[config.mk]
export PLATFORM = sky130hd
export DESIGN_NAME = spectral_hist
export DESIGN_NICKNAME = d
export VERILOG_FILES = /design/src/rtl/spectral_hist.sv
export SDC_FILE = /design/constraint.sdc
export NUM_CORES = 2
export LEC_CHECK = 0
export CORE_MARGIN = 1
export CORE_UTILIZATION = 50
export CTS_CLUSTER_DIAMETER = 150
export DETAILED_ROUTE_END_ITERATION = 12
export DONT_BUFFER_PORTS = 1
export SYNTH_ARGS = -nofsm -noshare
export SYNTH_HDL_FRONTEND = slang
export SYNTH_SLANG_ARGS = --single-unit
[constraint.sdc]
create_clock -name clk -period 3.1 [get_ports clk]
set_input_delay 0.31 -clock clk [delete_from_list [all_inputs] [get_ports clk]]
set_output_delay 0.31 -clock clk [all_outputs]
set_load 0.005 [all_outputs]
[src/rtl/spectral_hist.sv]
module spectral_hist #(
  parameter int NBINS = 128,
  parameter int CW    = 8,
  parameter int WW    = 32
) (
  input  logic             clk,
  input  logic             rst,
  input  logic [NBINS-1:0] bin_vec,
  input  logic             bin_wr,
  input  logic             send_req,
  output logic             send_done,
  output logic [WW-1:0]    m_data,
  output logic             m_ctrl,
  output logic             m_wr,
  input  logic             m_full
);
  localparam int PER = WW / CW;
  localparam int NW  = NBINS / PER;
  localparam int IW  = (NW > 1) ? $clog2(NW) : 1;
  localparam int BW  = (NBINS > 1) ? $clog2(NBINS) : 1;
  localparam logic [CW-1:0] CMAX = {CW{1'b1}};

  logic          busy;
  logic [IW-1:0] widx;
  logic          done_q;
  logic [CW-1:0] cnt [NBINS];

  wire accept = busy & ~m_full;
  wire last   = (widx == IW'(NW - 1));

  always_ff @(posedge clk) begin
    if (rst) begin
      busy <= 1'b0;
      widx <= '0;
    end else if (!busy) begin
      if (send_req) begin
        busy <= 1'b1;
        widx <= '0;
      end
    end else if (accept) begin
      widx <= widx + IW'(1);
      if (last) busy <= 1'b0;
    end
  end

  always_ff @(posedge clk) begin
    if (rst) done_q <= 1'b0;
    else     done_q <= accept & last;
  end

  for (genvar b = 0; b < NBINS; b++) begin : g_bin
    always_ff @(posedge clk) begin
      if (rst || (accept && last))
        cnt[b] <= '0;
      else if (!busy && bin_wr && bin_vec[b] && cnt[b] != CMAX)
        cnt[b] <= cnt[b] + CW'(1);
    end
  end

  for (genvar j = 0; j < PER; j++) begin : g_pack
    wire [BW-1:0] sel = BW'(widx) * BW'(PER) + BW'(j);
    assign m_data[j*CW +: CW] = cnt[sel];
  end

  assign m_wr      = accept;
  assign m_ctrl    = busy & last;
  assign send_done = done_q;

  a_r4_no_write_when_full: assert property (@(posedge clk) disable iff (rst)
    m_full |-> !m_wr);

  a_r4_word_held: assert property (@(posedge clk) disable iff (rst)
    (busy && m_full) |=> (busy && $stable(m_data)));

  a_r6_done_after_last: assert property (@(posedge clk) disable iff (rst)
    (m_wr && m_ctrl) |=> send_done);

  a_r6_done_pulse: assert property (@(posedge clk) disable iff (rst)
    send_done |=> !send_done);

  a_r6_cleared: assert property (@(posedge clk) disable iff (rst)
    send_done |-> (cnt[0] == '0 && cnt[NBINS-1] == '0));

  a_r2_no_wrap: assert property (@(posedge clk) disable iff (rst)
    !send_done |-> (cnt[0] >= $past(cnt[0])));

  a_r7_hold_in_send: assert property (@(posedge clk) disable iff (rst)
    (busy && $past(busy)) |-> ($stable(cnt[0]) && $stable(cnt[NBINS-1])));
endmodule

==> flow_summary.toml <==
[critical_path]
critPathKind = "reg2out"
crit_chain = "buf_12, mux4_1, mux4_2, mux2_4"
rr_startpoint = "widx[1]$_SDFFE_PP0P_"
cp.arrival_ns = 2.85
cp_num_buf_inv = 1
cp_num_cells = 4
slowest_stage = "mux4_1"
cp_top_family = "multiplexers"
cp.required_ns = 2.79
rr_worst_depth = 11
r2r_end = "cnt[86][6]$_SDFFCE_PN0P_"
end_kind = "output port"
startpoint_type = "register"
max_stage_delay_ns = 0.60
regToRegSetupSlack_ns = 0.17
critPathMaxFanout = 8

[synthesis]
avgSynthCellArea_um2 = 11.0
ys_seq_area_share_pct = 50.7
yosys_warnings = 0
synth_top_family_by_area = "simple AND/OR/NAND/NOR gates"
yosysTopAreaCell = "edfxtp_1"
synth_top_area_share_pct = 50.3
synth_seq_cells = 1036
synth_xor_area_share_pct = 11.0
synth.area.mux_share_pct = 9.65
synthesis.nets = 5825
netlist_top_cells_area = "edfxtp_1 50%, xnor2_1 7.2%, mux2i_1 6.3%, nor2_1 5.7%, xor2_1 3.8%"
ys.flop_type = "edfxtp_1"
synth_compound_area_share_pct = 4.37
synth-async-reset-ratio_pct = 0
yosys.area_share.simple_pct = 18.7
synth_area_um2 = 61100
synth_cell_types = 43
synth_edf_count = 1024
syn_inst = 5562
synth_fa_ha_area_share_pct = 2.66

[clock_network]
clkLatencyLatePin_ns = 0.72
clockRootBuffer = "clkbuf_16"
clk_path_buf_depth = 3
cts_sinks = 1036
clk_pin_slew_worst_paths_ns = 0.06
h-tree-depth = 3
cts_tree = "built"
cts_made_buffers = 115

[floorplanning]
core_um2 = 121000
die_w_um = 352
rows = 127
start_util_pct = 50.6
ioPinCount = 168
fp.dieH_um = 352
dieArea_um2 = 124000

[detailed_routing]
via_count = 41997
via_per_inst = 5.80
drc = 0
drt-initial-drc-count = 3078
detail-route-antenna-nets = 0
wl_per_cell_um = 21.9
drt-pass1-iter-count = 5
routed_wirelength_um = 158000

[timing]
rsz0062_at_grt = "true"
worst_pin_slew_ns = 0.904
skew_ns = 0.0296
holdWs_ns = 0.109
hold_viol_final = 0
setup_viol = 7
period_share_pct = 102
fmax_mhz = 316
max_slew_margin_pct = 39.6
setup_slack_ns = -0.0613
slew_viol_final = 0
post-route-min-period_ns = 3.16
final.setup.tns_ns = -0.201

[final_layout]
design_area_um2 = 68300
final_common_cell = "edfxtp_1"
fin_util_pct = 56.7
n_fill_cell = 10324
multi_input_area_um2 = 29000
area_growth_pct = 11.9
fin_nets = 5792
ff_latch_area_um2 = 31000
drive_above_1_share_pct = 12.7
final_cell_mix = "1024 x edfxtp_1, 924 x nor2_1, 503 x xnor2_1"

[global_routing]
grt_remaining_overflow = 0
grt_pass1_vias = 40636
grt_pass1_wl_um = 239000
grt_start_max_net_pins = 62
antenna_found_initial = 5
track_usage_pct = 25.2

[pwr]
switching_power_w = 0.00859
intPower_w = 0.0257
pwr-share-seq_pct = 50.9
clockPowerShare_pct = 40.3
sw_frac_of_total_pct = 25.1
leakage_nw = 24.0
ir_drop_mv = 0.545
p_per_area_nw_per_um2 = 501
combPwrFrac_pct = 8.7

[status]
outcome = "complete, but fails checks"
violations = "setup timing"

[placement]
placed_cell_area_um2 = 62700
pre_cts_slack_ns = 0.320
dpl.hpwl_um = 110000
port-buffer-count = 0
gp_congestion = 0.862

[hold_path]
whs_path_depth = 3
min_from = "bin_vec[79]"
holdPathEnd = "cnt[79][2]$_SDFFCE_PN0P_"
hold_path.class = "in2reg"

[flow_run]
cap_violations = 0
[through the flow]
step | power, W | std cells
finish | 0.0342 | 7237
global route | 0.0354 | 7235
CTS | 0.0344 | 7206
detailed placement | 0.0205 | 6952
global placement | 0.0205 | 6952
floorplan | 0.0194 | 5562
[kinds of logic (layout without fill, tap and decap cells)]
group	count (synthesis)	count (layout)
AND/OR/NAND/NOR	2382	2383
flip-flops	1036	1036
XOR/XNOR	768	768
multiplexers	473	473
buffers and inverters	419	478
AO/OA/AOI/OAI	354	354
adder cells (fa/ha/maj)	130	130
other	0	3
[power groups by stage]
stage / combinational [W] / clock [W] / sequential, W
3_3_place_gp: 0.00279 / 0 / 0.0177
3_5_place_dp: 0.00283 / 0 / 0.0177
5_1_grt: 0.00328 / 0.0146 / 0.0176
2_1_floorplan: 0.00205 / 0 / 0.0173
4_1_cts: 0.00294 / 0.0141 / 0.0174
6_report: 0.00299 / 0.0138 / 0.0174
[cell type report]
type,instances,area share (%)
Antenna cell,3,0.0110
Inverter,131,0.720
Multi-Input combinational cell,4108,42.4
Clock buffer,148,4.45
Sequential cell,1036,45.4
Timing Repair Buffer,137,3.05
Tap cell,1612,2.95
Clock inverter,62,0.991
[registers in the layout, summed over array words and instances, names as in the netlist, named ones only]
register   cells
cnt         1024
widx           5
busy           1
send_done      1
[layer usage]
metal  global-route usage [%]  vias to the layer above  routed length, um
met2                     39.5                     1062              72600
met4                     7.56                        4               4580
met3                     4.17                      252               9340
met5                        0                        -                 24
li1                         -                    19931                  -
met1                     35.7                    20748              71900
[worst register-to-register path, delay by kind of cell (launching register included)]
family	cells	cell delay (ns)
and+or+nand+nor	6	1.20
DFF	1	0.37
buffers and inverters	3	0.75
adders and majority gates	2	0.34
[cells in the mapped netlist, types with 61 or more instances]
cell,count
edfxtp_1,1024
nor2_1,927
xnor2_1,503
nand2_1,462
mux2i_1,385
xor2_1,265
and3_1,255
nand3_1,214
clkbuf_1,203
or2_2,132
inv_1,131
ha_1,130
nor2b_1,121
nand4_1,118
and4_1,117
a31o_2,108
a22oi_1,89
a21oi_1,65
buf_2,61
[worst max-delay path by stage]
| stage | from | endpoint | slack (ns) |
|---|---|---|---|
| global placement | widx[1]$_SDFFE_PP0P_ | m_data[23] | 0.32 |
| finish | register | m_data[3] | -0.06 |
| global route | register | m_data[2] | -0.09 |
| floorplan | widx[0]$_SDFFE_PP0P_ | cnt[119][2]$_SDFFCE_PN0P_ | 0.83 |
| detailed placement | widx[0]$_SDFFE_PP0P_ | cnt[86][3]$_SDFFCE_PN0P_ | 0.32 |
| CTS | register | m_data[2] | -0.1 |
[repair_timing]
action                                  4_1_cts  5_1_grt
hold buffers                                  4        0
hold endpoints to repair                     12        0
buffers inserted                             24       20
cloned                                       16        8
pin swaps                                     8       16
endpoints found under the setup margin       32       32
gates resized for setup                     130       67
Note: power is estimated with default switching activity, not from simulation.
